File: src/rtl/pld_pkg.sv
package pld_pkg;
  typedef enum logic [2:0] {
    S_IDLE, S_WAITBUF, S_FETCH, S_ENTRY, S_ISSUE, S_DRAIN
  } pldState_e;

  // strobes from control to datapath
  typedef struct packed {
    logic loadCmd;    // capture command addresses
    logic startFill;  // point write pointer at a buffer base
    logic fillBuf;    // which buffer startFill selects
    logic loadEntry;  // take descriptor address, advance list pointer
    logic skipEntry;  // advance list pointer only
    logic issueBeat;  // request accepted, advance external address
  } pldStrobe_t;
endpackage

File: src/rtl/pld_dpath.sv
module pld_dpath
  import pld_pkg::*;
#(
  parameter int EAW       = 32,
  parameter int LAW       = 12,
  parameter int DW        = 128,
  parameter int SIZE_W    = 15,
  parameter int BUF0_BASE = 0,
  parameter int BUF1_BASE = 1024
) (
  input  logic              clk,
  input  logic              rstN,
  input  pldStrobe_t        strb,
  input  logic [EAW-1:0]    cmdExtAddr,
  input  logic [LAW-1:0]    cmdListBase,
  input  logic [DW-1:0]     lmRdData,
  input  logic              memRspValid,
  input  logic [DW-1:0]     memRspData,
  output logic [EAW-1:0]    memReqAddr,
  output logic [LAW-1:0]    lmRdAddr,
  output logic              lmWrEn,
  output logic [LAW-1:0]    lmWrAddr,
  output logic [DW-1:0]     lmWrData,
  output logic [SIZE_W-1:0] entrySize
);
  localparam logic [LAW-1:0] BASE0 = LAW'(BUF0_BASE);
  localparam logic [LAW-1:0] BASE1 = LAW'(BUF1_BASE);

  logic [EAW-1:0] extAddr;
  logic [LAW-1:0] listPtr;
  logic [LAW-1:0] wrPtr;

  always_ff @(posedge clk) begin
    if (!rstN) begin
      extAddr <= '0;
      listPtr <= '0;
      wrPtr   <= '0;
    end else begin
      if (strb.loadCmd) begin
        extAddr <= cmdExtAddr;
        listPtr <= cmdListBase;
      end else if (strb.loadEntry) begin
        extAddr <= lmRdData[EAW-1:0];
        listPtr <= listPtr + 1'b1;
      end else begin
        if (strb.skipEntry) listPtr <= listPtr + 1'b1;
        if (strb.issueBeat) extAddr <= extAddr + 1'b1;
      end
      if (strb.startFill) wrPtr <= strb.fillBuf ? BASE1 : BASE0;
      else if (memRspValid) wrPtr <= wrPtr + 1'b1;
    end
  end

  assign memReqAddr = extAddr;
  assign lmRdAddr   = listPtr;
  assign lmWrEn     = memRspValid;
  assign lmWrAddr   = wrPtr;
  assign lmWrData   = memRspData;
  assign entrySize  = lmRdData[EAW +: SIZE_W];
endmodule

File: src/rtl/pld_ctrl.sv
module pld_ctrl
  import pld_pkg::*;
#(
  parameter int SIZE_W    = 15,
  parameter int CNT_W     = 12,
  parameter int MAX_BYTES = 16384,
  parameter int MAX_ITEMS = 2048,
  parameter int MAX_OUT   = 32
) (
  input  logic              clk,
  input  logic              rstN,
  input  logic              cmdValid,
  input  logic              cmdList,
  input  logic [SIZE_W-1:0] cmdSize,
  input  logic [CNT_W-1:0]  cmdCount,
  input  logic              memReqReady,
  input  logic              memRspValid,
  input  logic [SIZE_W-1:0] entrySize,
  input  logic [1:0]        bufRelease,
  output logic              cmdReady,
  output logic              busy,
  output logic              memReqValid,
  output logic              lmRdEn,
  output logic [1:0]        bufReady,
  output logic              errSize,
  output pldStrobe_t        strb
);
  localparam int OUT_W  = $clog2(MAX_OUT + 1);
  localparam int BEAT_W = SIZE_W - 4;
  localparam logic [SIZE_W-1:0] MAX_BYTES_V = SIZE_W'(MAX_BYTES);
  localparam logic [CNT_W-1:0]  MAX_ITEMS_V = CNT_W'(MAX_ITEMS);
  localparam logic [OUT_W-1:0]  MAX_OUT_V   = OUT_W'(MAX_OUT);

  pldState_e         state;
  logic              curBuf, listMode;
  logic [BEAT_W-1:0] beatsLeft, beatsPer;
  logic [CNT_W-1:0]  itemsLeft;
  logic [OUT_W-1:0]  outCnt;
  logic              fire, entryOk, fillDone;

  function automatic logic sizeOk(input logic [SIZE_W-1:0] s);
    return (s != '0) && (s[3:0] == 4'd0) && (s <= MAX_BYTES_V);
  endfunction

  always_comb begin
    strb           = '0;
    strb.loadCmd   = (state == S_IDLE) && cmdValid;
    strb.fillBuf   = curBuf;
    strb.startFill = (state == S_WAITBUF) && !bufReady[curBuf];
    entryOk        = sizeOk(entrySize);
    strb.loadEntry = (state == S_ENTRY) && entryOk;
    strb.skipEntry = (state == S_ENTRY) && !entryOk;
    memReqValid    = (state == S_ISSUE) && (outCnt < MAX_OUT_V);
    fire           = memReqValid && memReqReady;
    strb.issueBeat = fire;
    lmRdEn         = (state == S_FETCH);
    fillDone       = (state == S_DRAIN) && (outCnt == '0);
  end

  assign busy     = (state != S_IDLE);
  assign cmdReady = (state == S_IDLE);

  always_ff @(posedge clk) begin
    if (!rstN) begin
      state     <= S_IDLE;
      curBuf    <= 1'b0;
      listMode  <= 1'b0;
      beatsLeft <= '0;
      beatsPer  <= '0;
      itemsLeft <= '0;
      outCnt    <= '0;
      bufReady  <= '0;
      errSize   <= 1'b0;
    end else begin
      outCnt   <= outCnt + OUT_W'(fire) - OUT_W'(memRspValid);
      bufReady <= (bufReady & ~bufRelease)
                | (fillDone ? (curBuf ? 2'b10 : 2'b01) : 2'b00);
      unique case (state)
        S_IDLE: if (cmdValid) begin
          errSize   <= 1'b0;
          listMode  <= cmdList;
          itemsLeft <= cmdCount;
          beatsPer  <= cmdSize[SIZE_W-1:4];
          if (cmdCount == '0) state <= S_IDLE;
          else if (cmdCount > MAX_ITEMS_V) errSize <= 1'b1;
          else if (!cmdList && !sizeOk(cmdSize)) errSize <= 1'b1;
          else state <= S_WAITBUF;
        end
        S_WAITBUF: if (!bufReady[curBuf]) begin
          beatsLeft <= beatsPer;
          state     <= listMode ? S_FETCH : S_ISSUE;
        end
        S_FETCH: state <= S_ENTRY;
        S_ENTRY: begin
          itemsLeft <= itemsLeft - 1'b1;
          if (entryOk) begin
            beatsLeft <= entrySize[SIZE_W-1:4];
            state     <= S_ISSUE;
          end else begin
            errSize <= 1'b1;
            state   <= (itemsLeft == CNT_W'(1)) ? S_DRAIN : S_FETCH;
          end
        end
        S_ISSUE: if (fire) begin
          beatsLeft <= beatsLeft - 1'b1;
          if (beatsLeft == BEAT_W'(1))
            state <= (listMode && itemsLeft != '0) ? S_FETCH : S_DRAIN;
        end
        S_DRAIN: if (outCnt == '0) begin
          curBuf <= ~curBuf;
          if (listMode) state <= S_IDLE;
          else begin
            itemsLeft <= itemsLeft - 1'b1;
            state     <= (itemsLeft == CNT_W'(1)) ? S_IDLE : S_WAITBUF;
          end
        end
        default: state <= S_IDLE;
      endcase
    end
  end
endmodule

File: src/rtl/pingpong_list_dma.sv
module pingpong_list_dma
  import pld_pkg::*;
#(
  parameter int EAW       = 32,
  parameter int LAW       = 12,
  parameter int DW        = 128,
  parameter int MAX_BYTES = 16384,
  parameter int MAX_ITEMS = 2048,
  parameter int MAX_OUT   = 32,
  parameter int BUF0_BASE = 0,
  parameter int BUF1_BASE = 1024,
  localparam int SIZE_W   = $clog2(MAX_BYTES) + 1,
  localparam int CNT_W    = $clog2(MAX_ITEMS) + 1
) (
  input  logic              clk,
  input  logic              rstN,
  input  logic              cmdValid,
  output logic              cmdReady,
  input  logic              cmdList,
  input  logic [EAW-1:0]    cmdExtAddr,
  input  logic [SIZE_W-1:0] cmdSize,
  input  logic [CNT_W-1:0]  cmdCount,
  input  logic [LAW-1:0]    cmdListBase,
  output logic              memReqValid,
  input  logic              memReqReady,
  output logic [EAW-1:0]    memReqAddr,
  input  logic              memRspValid,
  input  logic [DW-1:0]     memRspData,
  output logic              lmWrEn,
  output logic [LAW-1:0]    lmWrAddr,
  output logic [DW-1:0]     lmWrData,
  output logic              lmRdEn,
  output logic [LAW-1:0]    lmRdAddr,
  input  logic [DW-1:0]     lmRdData,
  output logic [1:0]        bufReady,
  input  logic [1:0]        bufRelease,
  output logic              busy,
  output logic              errSize
);
  pldStrobe_t        strb;
  logic [SIZE_W-1:0] entrySize;

  pld_ctrl #(
    .SIZE_W(SIZE_W), .CNT_W(CNT_W), .MAX_BYTES(MAX_BYTES),
    .MAX_ITEMS(MAX_ITEMS), .MAX_OUT(MAX_OUT)
  ) ctrl_i (
    .clk(clk), .rstN(rstN), .cmdValid(cmdValid), .cmdList(cmdList),
    .cmdSize(cmdSize), .cmdCount(cmdCount), .memReqReady(memReqReady),
    .memRspValid(memRspValid), .entrySize(entrySize), .bufRelease(bufRelease),
    .cmdReady(cmdReady), .busy(busy), .memReqValid(memReqValid),
    .lmRdEn(lmRdEn), .bufReady(bufReady), .errSize(errSize), .strb(strb)
  );

  pld_dpath #(
    .EAW(EAW), .LAW(LAW), .DW(DW), .SIZE_W(SIZE_W),
    .BUF0_BASE(BUF0_BASE), .BUF1_BASE(BUF1_BASE)
  ) dpath_i (
    .clk(clk), .rstN(rstN), .strb(strb), .cmdExtAddr(cmdExtAddr),
    .cmdListBase(cmdListBase), .lmRdData(lmRdData), .memRspValid(memRspValid),
    .memRspData(memRspData), .memReqAddr(memReqAddr), .lmRdAddr(lmRdAddr),
    .lmWrEn(lmWrEn), .lmWrAddr(lmWrAddr), .lmWrData(lmWrData),
    .entrySize(entrySize)
  );
endmodule

File: config.mk
export PLATFORM = sky130hd
export DESIGN_NAME = pingpong_list_dma
export DESIGN_NICKNAME = d
export VERILOG_FILES = /design/src/rtl/pld_pkg.sv /design/src/rtl/pld_dpath.sv /design/src/rtl/pld_ctrl.sv /design/src/rtl/pingpong_list_dma.sv
export SDC_FILE = /design/constraint.sdc
export NUM_CORES = 1
export LEC_CHECK = 0
export ABC_CLOCK_PERIOD_IN_PS = 3320
export BUFFER_PORTS_ARGS = -buffer_cell sky130_fd_sc_hd__buf_4
export CELL_PAD_IN_SITES_DETAIL_PLACEMENT = 0
export CELL_PAD_IN_SITES_GLOBAL_PLACEMENT = 2
export CORE_ASPECT_RATIO = 1.1
export CORE_MARGIN = 8
export CORE_UTILIZATION = 20
export DETAILED_ROUTE_END_ITERATION = 16
export GPL_TIMING_DRIVEN = 0
export MAX_ROUTING_LAYER = met4
export PLACE_DENSITY_LB_ADDON = 0.1
export SYNTH_ARGS = -nofsm -noshare
export SYNTH_HDL_FRONTEND = slang
export SYNTH_SLANG_ARGS = --single-unit
File: constraint.sdc
create_clock -name clk -period 3.32 [get_ports clk]
set_input_delay 0.664 -clock clk [delete_from_list [all_inputs] [get_ports clk]]
set_output_delay 0.664 -clock clk [all_outputs]
set_load 0.05 [all_outputs]
---- Word level (Yosys, flattened, before mapping) ----
Index checks and enable logic that the tools add are counted.
cells by class
  add/sub/neg operators ................... 7
  multipliers ............................. 0
  divide/modulo/power cells ............... 0
  $lt $le $gt $ge ......................... 5
  equality and inequality tests ........... 17
  shift-type cells ........................ 0
  mux-type cells .......................... 42
  bitwise gates (word level) .............. 4
  reduce and logical (&&, ||, !) cells .... 38
operators with widths
  operator                                                number
  2-to-1 mux 12 bit                                       8
  2-to-1 mux 32 bit                                       3
  2-to-1 mux 11 bit                                       4
  2-to-1 mux 3 bit                                        13
  one-hot mux 12 bit (3 select lines)                     1
  one-hot mux 11 bit (3 select lines)                     1
  adder 32 x 1 -> 32 bit (second input constant)          1
  <= comparator 15 bit (second input constant)            2
  nonzero test 15 bit                                     2
  adder 12 x 1 -> 12 bit (second input constant)          2
  one-hot mux 3 bit (6 select lines)                      1
  nonzero test 3 bit                                      5
  logical AND 1 bit                                       13
  equality test 12 x 1 -> 1 bit (second input constant)   1
  greater-than comparator 12 bit (second input constant)  1
  logical NOT 12 bit                                      1
  inequality test 2 bit (second input constant)           6
  nonzero test 12 bit                                     1
  subtractor 12 x 1 -> 12 bit (second input constant)     1
  equality test 11 x 1 -> 1 bit (second input constant)   1
  subtractor 11 x 1 -> 11 bit (second input constant)     1
  logical NOT 4 bit                                       2
  2-to-1 mux 1 bit                                        8
  AND reduction 4 bit                                     2
  other kinds (22)                                        32
word-level totals
  register bits ........................... 104
  bits in latches ......................... 0
  memory bits (writable) .................. 0
  ROM bits ................................ 0
  output and inout bits ................... 192
  word-level logic and storage cells ...... 125
  memories kept ........................... 0

---- Depth between registers and ports, before layout ----
Gate-level depths: netlist (run 1).
  depth after elaboration ................. 10
  mapped depth ............................ 13
  depth with buffers taken out ............ 12

---- Modules after synthesis ----
From an unflattened synthesis (run 1), not the netlist that was laid out.
second synthesis, totals
  cell total of the unflattened synthesis .. 1004
  area, all modules ....................... 7736.2 sq um
by module, submodules not included
  module     times used  cells an instance  area an instance (sq um)
  pld_dpath  1           615                4702.0
  pld_ctrl   1           389                3034.2

---- Least setup slack after synthesis (run 1) ----
No wires, ideal clock.
  path type ............................... input to register
  from .................................... input lmRdData[39]
  to ...................................... register dpath_i.extAddr[24], in the netlist dpath_i.memReqAddr[24]
  setup time .............................. 0.117 ns
  data arrival time ....................... 2.616 ns
  required time ........................... 3.203 ns
  path slack .............................. 0.587 ns
  stages on the path ...................... 7
  path buffers ............................ 1
  cells stage by stage .................... or4_4 -> or4_4 -> and4_1 -> buf_6 -> nor4_4 -> o31ai_1 -> a22o_1
on the way
  longest elaborated chain between the ends .. 6
ends and longest elaborated chain
  element                                                                       line                     RTL
  start: declaration                                                            pingpong_list_dma.sv:34  input logic [DW-1:0] lmRdData,
  parallel branches: the longest is 2 deep, another holds <= comparator 15 bit  n/a
  logical AND 1 bit *                                                           pld_ctrl.sv:42           return (s != '0) && (s[3:0] == 4'd0) && (s <= MAX_BYTES_V);
  logical AND 1 bit *                                                           pld_ctrl.sv:51           strb.loadEntry = (state == S_ENTRY) && entryOk;
  2-to-1 mux 32 bit                                                             pld_dpath.sv:42          end else if (strb.loadEntry) begin
  2-to-1 mux 32 bit                                                             pld_dpath.sv:39          if (strb.loadCmd) begin
  end signal: assignment                                                        pld_dpath.sv:40          extAddr <= cmdExtAddr;
  end signal: assignment                                                        pld_dpath.sv:43          extAddr <= lmRdData[EAW-1:0];
  end signal: assignment                                                        pld_dpath.sv:47          if (strb.issueBeat) extAddr <= extAddr + 1'b1;
  end: declaration                                                              pld_dpath.sv:29          logic [EAW-1:0] extAddr;
Mark *: on every way between the ends.
A chain may end at the register's enable or synchronous reset.

---- Worst setup path after layout (run 1) ----
  from .................................... input lmRdData[39]
  to ...................................... register dpath_i.extAddr[22], in the netlist dpath_i.memReqAddr[22]
The elaborated chain is that of the path after synthesis.

==> results of run 1 <==
-- cell families (layout without fill, tap and decap cells) --
kind of cell	Yosys count	in the layout
simple gates	342	342
compound gates	263	263
buf+inv	211	544
flops	104	104
xor+xnor	42	42
fa+ha+maj	16	16
mux	4	4
other cells	0	4
-- through the flow --
| step | TNS (ns) | area, um2 | hold slack, ns |
|---|---|---|---|
| after floorplan | 0 | 7330 | 0.436 |
| after global placement | -3.26 | 10300 | 0.463 |
| after detailed placement | -2.22 | 10300 | 0.462 |
| after CTS | 0 | 10600 | 0.473 |
| after global routing | 0 | 10600 | 0.493 |
| final | 0 | 10600 | 0.470 |
-- where the power goes --
| group | total [uW] | switching, uW | internal, uW |
|---|---|---|---|
| Combinational | 4020 | 2640 | 1380 |
| Clock | 1200 | 547 | 654 |
| Sequential | 2010 | 422 | 1590 |
| Total | 7230 | 3610 | 3620 |
-- flip-flops by register name, summed over array words and instances, names as in the netlist --
name / flops
ctrl_i.itemsLeft: 12
dpath_i.lmWrAddr: 12
dpath_i.lmRdAddr: 12
ctrl_i.bufReady: 2
ctrl_i.beatsLeft: 11
ctrl_i.listMode: 1
ctrl_i.errSize: 1
ctrl_i.state: 3
ctrl_i.curBuf: 1
dpath_i.memReqAddr: 32
ctrl_i.beatsPer: 11
ctrl_i.outCnt: 6
-- synthesized netlist by cell type, drive strengths merged, types with 2 or more instances --
library cell,instances
nand2,116
buf,141
a31oi,32
a21boi,3
nor4,19
a222oi,2
or3,5
nand3,25
o31ai,6
a311oi,4
o22ai,4
nor2b,9
a221oi,7
dfxtp,104
clkbuf,42
a22oi,6
inv,28
a211oi,19
nor3,22
xnor2,23
o221ai,4
a21oi,52
nand4,21
o21a,5
nor2,78
nor3b,3
o221a,4
mux2i,4
a31o,2
xor2,19
and2,11
and4,3
nand2b,6
o21ai,74
ha,15
and3b,2
a41oi,2
or4,3
and3,14
o21bai,2
o211ai,16
a21o,9
-- how the worst max path moves through the flow --
stage | end | slack (ns) | depth (start not counted)
after CTS | ctrl_i.outCnt[4] | 0.03 | 13
after floorplan | dpath_i.memReqAddr[24] | 0.59 | 7
after global placement | dpath_i.memReqAddr[16] | -0.18 | 7
after global routing | memReqValid | 0.09 | 6
final | dpath_i.memReqAddr[22] | 0.20 | 7
after detailed placement | dpath_i.memReqAddr[16] | -0.14 | 7
-- area by class of cell --
cell class	instances	area, um2	share of cell area [%]
plain buffers	183	1190	11.2
repair buffers	317	2380	22.3
clock inverters	3	47.5	0.446
diodes	4	10.0	0.0940
flip-flops and latches	104	2080	19.6
inverters	28	105	0.987
well taps	487	609	5.72
clock buffers	13	270	2.54
multi-input cells	667	3960	37.2
-- metal layers --
metal | track usage [%] | routed length, um
met1 | 19.8 | 15900
met2 | 30.4 | 19200
met3 | 3.67 | 2560
met4 | 2.62 | 263
met5 | - | 0
-- worst register-to-register path, delay by kind of cell (launching register included) --
kind	cells	cell delay (ns)
buf+inv	4	1.71
flops	1	0.34
compound gates	1	0.17
simple gates	3	0.63
==> results.md, run 1 <==
- Fillers: 4066
- Commonest non-fill, non-tap cell in the layout: buf_4
- Worst Path Required: 3.53 ns
- Y dimension of the die: 217 um
- Wirelength, routed: 38000 um
- Post-synth EDFFs: 0
- Initial antenna violation count: 4
- Final count of negative-setup-slack endpoints: 0
- Fraction of the yosys area taken by sequential cells: 28.4%
- Adder and majority cell fraction of the synthesized area: 2.83%
- Unrepaired setup endpoints after global routing: false
- P per Cell Area: 679 nW/um2
- Clock latency on the worst-skew pair: 0.36 ns
- Dominant combinational cell family by area after synthesis: compound AO/OA/AOI/OAI gates
- Post-route DRC: 0
- Initial DRT Pass Iterations: 5
- Cell class contributing the biggest share of worst-path delay: buffers and inverters
- Starting Density: 20.3%
- Count of unique library cells instantiated by Yosys: 68
- Final hold violations: 0
- Top area cells in the synthesized netlist: dfxtp_1, buf_4, nand2_1, o21ai_0, nor2_1
- Crit path from: lmRdData[39]
- Reg clk slew, reported paths: 0.08 ns
- Routed wirelength normalized by instance count: 21.0 um
- Cell type with the highest aggregate area in the netlist: dfxtp_1
- Xor and xnor fraction of the mapped netlist area: 5.02%
- Number of cells on the worst hold path: 2
- Number of resized instances in the post-cts repair step: 0
- Status: completed
- # Post-CTS Setup Buffers: 0
- Maximum ir drop on the vdd rail: 270 uV
- RR Startpoint: ctrl_i.state[0]
- Cell count after placement: 1785
- Via-per-instance ratio: 4.55
- Number of antenna-violating nets in the routed design: 0
- Mapped Cells: 982
- Cell seen most often among critical-path stages: clkbuf_1
- Critical-path top delay cell: or4_4
- Post-route clock skew: 0.0135 ns
- Crit path cell chain: buf_4 -> or4_4 -> o31ai_2 -> a41o_1 -> clkbuf_1 -> clkbuf_1 -> a31oi_1
- TritonCTS clock tree: yes
- Min-Delay Startpoint: ctrl_i.beatsPer[0]
- Max Root-Sink Buffers: 2
- Rel. slew slack: 26.6%
- Crit path largest cell delay: 0.53 ns
- Area share of the largest cell type after synthesis: 28.4%
- Global-route wire length before repair: 54600 um
- Clock tree root driver cell: clkbuf_16
- Setup WS post-layout: 0.197 ns
- Synthesized flop and latch total: 104
- Total number of placement rows: 73
- CP Launch Type: input port
- Netlist Area Pre-Place: 7330 um2
- Max-slew violations: 0
- Total power: 7230 uW
- Achievable Freq: 320 MHz
- Post-Layout Cell Count: 1806
- Number of hold buffers added after CTS: 0
- Inserted Clock Buffers: 9
- Post-placement setup slack: -0.139 ns
- 1st-iter DRT viols: 408
- Share of synthesized flip-flops with an asynchronous set or reset: 0%
- Clk sinks: 104
- Sort of element at the end of the critical path: register
- Period utilization: 94.1%
- # nets final: 1661
- Worst R2R End: dpath_i.memReqAddr[17]
- Core box area: 36200 um2
- Number of cells on the worst reg-to-reg path: 8
- Die extent in x: 199 um
- Critical Setup Path Class: input port to register
- Die area: 43000 um2
- Crit path DAT: 3.33 ns
- Vias in the first global route: 8552
- Most frequently used flop master after synthesis: dfxtp_1
- Compound-Gate Fraction of Synth Area: 23.0%
- Number of nets produced by synthesis: 1333
- Largest net degree at the start of global routing: 17
- Synth Area per Inst: 7.46 um2
- Leakage Power: 0.00461 uW
- Type of the tightest min-delay check: register to register
- Finished Core Util: 29.4%
- Maximum net fanout on the critical path: 10
- Number of vias in the routed layout: 8209
- Most frequent cells in the layout: buf_4, nand2_1, dfxtp_1, nor2_1, o21ai_0
- Least-Margin Pin Slew: 1.09 ns
- Fraction of layout instances using a drive strength above 1: 36.8%
- Synth warn: 0
- Buffering stage count on the worst path with inverters included: 3
- Total routing resource utilization after global routing: 17.1%
- DP HPWL: 31300 um
- Simple-Gate Fraction of Synth Area: 22.6%
- Clock period minus final worst setup slack: 3.12 ns
- Area growth, synth to finish: 45.3%
- Global placement routability congestion: 0.832
- Max-cap violations: 0
- Overflow after GRT: 0
- Share of synthesized area spent on multiplexers: 0.546%
- # H-tree levels: 3
- Flop-to-flop setup slack: 0.39 ns
- Hold path endpoint: ctrl_i.beatsPer[0]
- Num ports: 527
- Input/output buffers: 316
Note: power is estimated with default switching activity, not from simulation.
==> inputs of run 2 (changes only) <==
--- a/config.mk
+++ b/config.mk
@@ -16,6 +16,7 @@
 export GPL_TIMING_DRIVEN = 0
 export MAX_ROUTING_LAYER = met4
 export PLACE_DENSITY_LB_ADDON = 0.1
+export RECOVER_POWER = 100
 export SYNTH_ARGS = -nofsm -noshare
 export SYNTH_HDL_FRONTEND = slang
 export SYNTH_SLANG_ARGS = --single-unit
==> results.md, run 2 (synthesized netlist as in run 1, its figures left out) <==
- Status: completed
- Most frequent cells in the layout: buf_4, clkbuf_1, nand2_1, dfxtp_1, nor2_1
- Die area: 43000 um2
- # H-tree levels: 3
- TritonCTS clock tree: yes
- Clock tree root driver cell: clkbuf_16
- Number of resized instances in the post-cts repair step: 0
- Maximum ir drop on the vdd rail: 271 uV
- Total power: 6990 uW
- CP endpoint: dpath_i.memReqAddr[24]
- RR Startpoint: ctrl_i.state[0]
- Sort of element at the end of the critical path: register
- Wirelength, routed: 38100 um
- Global-route wire length before repair: 54600 um
- Initial DRT Pass Iterations: 6
- Max-slew violations: 0
- Worst Path Required: 3.58 ns
- P per Cell Area: 706 nW/um2
- Num ports: 527
- Least-Margin Pin Slew: 1.05 ns
- Reg clk slew, reported paths: 0.08 ns
- Fraction of layout instances using a drive strength above 1: 21.9%
- Number of vias in the routed layout: 8214
- Post-route clock skew: 0.0135 ns
- Minimum hold slack: 0.469 ns
- Y dimension of the die: 217 um
- Max Root-Sink Buffers: 2
- Worst R2R End: dpath_i.memReqAddr[17]
- Core box area: 36200 um2
- Crit path DAT: 3.39 ns
- Flop-to-flop setup slack: 0.40 ns
- Via-per-instance ratio: 4.55
- 1st-iter DRT viols: 427
- CP Launch Type: input port
- Number of hold buffers added after CTS: 0
- Area growth, synth to finish: 35.3%
- Crit path from: lmRdData[39]
- Period utilization: 94.1%
- Vias in the first global route: 8552
- Number of flip-flops under the largest register name: 32
- # Post-CTS Setup Buffers: 0
- # nets final: 1661
- Final count of negative-setup-slack endpoints: 0
- Leakage Power: 0.00388 uW
- Initial antenna violation count: 4
- Largest net degree at the start of global routing: 17
- Die extent in x: 199 um
- Multi-input gate area in the final layout: 3950 um2
- Starting Density: 20.3%
- Clock latency on the worst-skew pair: 0.36 ns
- Commonest non-fill, non-tap cell in the layout: buf_4
- Achievable Freq: 320 MHz
- Type of the tightest min-delay check: register to register
- Final hold violations: 0
- Number of antenna-violating nets in the routed design: 0
- Rel. slew slack: 29.1%
- Sequential cell area: 2080 um2
- Routed wirelength normalized by instance count: 21.1 um
- Clock period minus final worst setup slack: 3.12 ns
- Inserted Clock Buffers: 9
- Total routing resource utilization after global routing: 17.1%
- Input/output buffers: 316
- DP HPWL: 31300 um
- Fillers: 4262
- Total number of placement rows: 73
- Post-Layout Cell Count: 1806
- Post-route DRC: 0
- Maximum net fanout on the critical path: 10
- Number of cells on the worst reg-to-reg path: 8
- Global placement routability congestion: 0.832
- Cell count after placement: 1785
- Max-cap violations: 0
- Overflow after GRT: 0
- Unrepaired setup endpoints after global routing: false
- Critical Setup Path Class: input port to register
- Clk sinks: 104
run 2: layout make-up:
cell class                 count  share of cell area (%)
antenna                        4                   0.101
buffer                       183                    11.9
clock buffer                  13                    2.73
clock inverter                 3                   0.480
inverter                      28                    1.06
multi-input combinational    667                    39.9
sequential                   104                    21.0
tap                          487                    6.15
timing repair buffer         317                    16.7
run 2: worst max-delay path, cell delays in order:
cell and delay, ns:
clkbuf_1 0.10, or4_1 0.56, or4_1 0.63, nand4_1 0.27
clkbuf_1 0.41, clkbuf_2 0.40, o21ai_0 0.15, a22o_1 0.19
run 2: stage by stage:
| stage | utilization, % | area [um2] | TNS [ns] | setup slack, ns |
|---|---|---|---|---|
| after global placement | 28.5 | 10300 | -3.26 | -0.177 |
| after global routing | 27.4 | 9910 | 0 | 0.0770 |
| after CTS | 29.4 | 10600 | 0 | 0.0281 |
| after floorplan | - | 7330 | 0 | 0.587 |
| final | 27.4 | 9910 | 0 | 0.196 |
| after detailed placement | 28.5 | 10300 | -2.22 | -0.139 |
run 2: worst min path at each step:
| stage | from | endpoint | slack (ns) | cells after the start |
|---|---|---|---|---|
| after floorplan | ctrl_i.beatsPer[8] | ctrl_i.beatsPer[8] | 0.44 | 2 |
| after global placement | ctrl_i.beatsPer[0] | ctrl_i.beatsPer[0] | 0.46 | 2 |
| after detailed placement | ctrl_i.beatsPer[0] | ctrl_i.beatsPer[0] | 0.46 | 2 |
| after CTS | ctrl_i.beatsPer[0] | ctrl_i.beatsPer[0] | 0.47 | 2 |
| after global routing | ctrl_i.beatsPer[3] | ctrl_i.beatsPer[3] | 0.49 | 2 |
| final | ctrl_i.beatsPer[0] | ctrl_i.beatsPer[0] | 0.47 | 2 |
run 2: power by group:
part / internal, uW / total, uW / switching, uW
Clock: 655 / 1210 / 556
Combinational: 1130 / 3780 / 2640
Sequential: 1590 / 2010 / 421
Total: 3370 / 6990 / 3620
run 2: per-layer routing:
| metal | vias up | global-route usage (%) | wire [um] |
|---|---|---|---|
| met5 | - | - | 0 |
| met2 | 343 | 30.4 | 19000 |
| met4 | 0 | 2.62 | 285 |
| met3 | 12 | 3.67 | 2600 |
| met1 | 3819 | 19.8 | 16200 |
| li1 | 4040 | - | - |
==> inputs of run 3 (changes only) <==
--- a/config.mk
+++ b/config.mk
@@ -5,6 +5,7 @@
 export SDC_FILE = /design/constraint.sdc
 export NUM_CORES = 1
 export LEC_CHECK = 0
+export ABC_AREA = 1
 export ABC_CLOCK_PERIOD_IN_PS = 3320
 export BUFFER_PORTS_ARGS = -buffer_cell sky130_fd_sc_hd__buf_4
 export CELL_PAD_IN_SITES_DETAIL_PLACEMENT = 0
==> results.md, run 3 <==
- Number of antenna-violating nets in the routed design: 0
- Final hold violations: 0
- Clk sinks: 104
- Number of vias in the routed layout: 9419
- Share of synthesized flip-flops with an asynchronous set or reset: 0%
- Buffering stage count on the worst path with inverters included: 3
- CP Launch Type: register
- Rel. slew slack: 45.3%
- Mapped Cells: 1337
- Fraction of layout instances using a drive strength above 1: 18.8%
- Total power: 7680 uW
- Clock tree root driver cell: clkbuf_16
- Post-synth EDFFs: 0
- Cell class contributing the biggest share of worst-path delay: simple AND/OR/NAND/NOR gates
- Most frequently used flop master after synthesis: dfxtp_1
- Achievable Freq: 357 MHz
- Number of flip-flops under the largest register name: 32
- Synthesized flop and latch total: 104
- Vias in the first global route: 9785
- Y dimension of the die: 228 um
- Crit path cell chain: inv_1 -> nand2_1 -> nor2_1 -> nand2_1 -> nand2_1 -> inv_2 -> clkbuf_1 -> a21oi_1 -> nand2_1 -> a21oi_1
- # Post-CTS Setup Buffers: 0
- Cell types with the highest counts after synthesis: nand2_1, nor2_1, inv_1
- Crit path largest cell delay: 0.57 ns
- Fraction of the yosys area taken by sequential cells: 25.5%
- Area growth, synth to finish: 32.2%
- # H-tree levels: 3
- P per Cell Area: 711 nW/um2
- Netlist Area Pre-Place: 8170 um2
- Least-Margin Pin Slew: 0.820 ns
- Post-route clock skew: 0.0102 ns
- Reg clk slew, reported paths: 0.08 ns
- Core box area: 40300 um2
- Area share of the largest cell type after synthesis: 25.5%
- Top area cells in the synthesized netlist: dfxtp_1, nand2_1, buf_4, nor2_1, inv_1
- Synth warn: 0
- Num ports: 527
- Critical Setup Path Class: register to register
- Maximum ir drop on the vdd rail: 273 uV
- Number of resized instances in the post-cts repair step: 0
- TritonCTS clock tree: yes
- Largest net degree at the start of global routing: 18
- Overflow after GRT: 0
- Most instantiated library cell after synthesis: nand2_1
- Unrepaired setup endpoints after global routing: false
- Leakage Power: 0.00487 uW
- Clock latency on the worst-skew pair: 0.38 ns
- Clock period minus final worst setup slack: 2.80 ns
- Inserted Clock Buffers: 9
- Type of the tightest min-delay check: register to register
- Die extent in x: 209 um
- Crit path DAT: 3.10 ns
- Sort of element at the end of the critical path: register
- # nets final: 2016
- Accumulated negative setup slack: 0 ns
- Die area: 47600 um2
- Starting Density: 20.3%
- Wirelength, routed: 42000 um
- Post-route DRC: 0
- Initial antenna violation count: 0
- Global placement routability congestion: 0.804
- Worst Path Required: 3.62 ns
- Maximum net fanout on the critical path: 10
- Cell type with the highest aggregate area in the netlist: dfxtp_1
- Antenna diode instance count: 0
- 1st-iter DRT viols: 470
- Count of unique library cells instantiated by Yosys: 40
- Critical-path top delay cell: nor2_1
- Cell seen most often among critical-path stages: nand2_1
- Period utilization: 84.3%
- Number of hold buffers added after CTS: 0
- Max Root-Sink Buffers: 2
- Routed wirelength normalized by instance count: 19.2 um
- Number of nets produced by synthesis: 1688
- Synth Area per Inst: 6.11 um2
- Via-per-instance ratio: 4.31
- Max-slew violations: 0
- DP HPWL: 34800 um
- Max-cap violations: 0
- Total routing resource utilization after global routing: 17.5%
- Setup WS post-layout: 0.522 ns
- Global-route wire length before repair: 62100 um
- Post-placement setup slack: 0.612 ns
- Input/output buffers: 317
- Final count of negative-setup-slack endpoints: 0
- Status: completed
- Initial DRT Pass Iterations: 6
- Most frequent cells in the layout: nand2_1, buf_4, clkbuf_1, nor2_1, inv_1
- Total number of placement rows: 77
- Commonest non-fill, non-tap cell in the layout: nand2_1
## run 3: cell count changes after synthesis, sizes merged, moves of 22 or more
cell / previous run / this run
a21oi: 52 / 102
clkbuf: 42 / 17
nor2: 78 / 161
nand2: 116 / 354
inv: 28 / 146
nand3: 25 / 92
a31oi: 32 / 10
## run 3: power by group
group          switching [uW]  leakage (uW)  internal [uW]
Combinational            3020       0.00384           1220
Sequential                437      0.000855           1590
Clock                     594      0.000178            822
Total                    4050       0.00487           3630
## run 3: layout make-up
class                   instances  area, um2
multi-input cells             910       4310
clock buffers                  10        229
fillers                      4762      29500
well taps                     513        642
flip-flops and latches        104       2080
clock inverters                 6        138
inverters                     147        552
plain buffers                 176       1190
repair buffers                317       1660
## run 3: path summary, 6_finish.rpt
kind	end	slack, ns	depth (start not counted)	start
max reg2reg	dpath_i.memReqAddr[27]	0.52	10	ctrl_i.state[0]
min reg2reg	ctrl_i.itemsLeft[5]	0.47	2	ctrl_i.itemsLeft[5]
max	dpath_i.memReqAddr[27]	0.52	10	ctrl_i.state[0]
min	ctrl_i.itemsLeft[5]	0.47	2	ctrl_i.itemsLeft[5]
## run 3: per-stage QoR
step	cells	hold WS, ns	util [%]	area (um2)
after global routing	2183	0.486	26.8	10800
after CTS	2183	0.473	28.7	11600
after detailed placement	2167	0.461	27.8	11200
after global placement	2167	0.450	27.8	11200
final	2183	0.469	26.8	10800
after floorplan	1337	0.430	-	8170
## run 3: worst register-to-register path, delay by kind of cell, from the launching register on
kind            cells  cell delay [ns]
simple gates        5             1.38
buf+inv             3             0.59
compound gates      2             0.41
flops               1             0.34
## run 3: kinds of logic after synthesis
group	share of synthesized area (%)
AND/OR/NAND/NOR	34.1
buffers and inverters	21.4
AO/OA/AOI/OAI	14.1
flip-flops	25.5
XOR/XNOR	2.36
adder cells (fa/ha/maj)	2.54
## run 3: layer usage
layer	track usage (%)	share of wire, %	wire length (um)
met1	20.4	44	18500
met2	30.7	50	21000
met4	4.14	1.6	657
met3	3.09	4.4	1830
met5	-	0	0
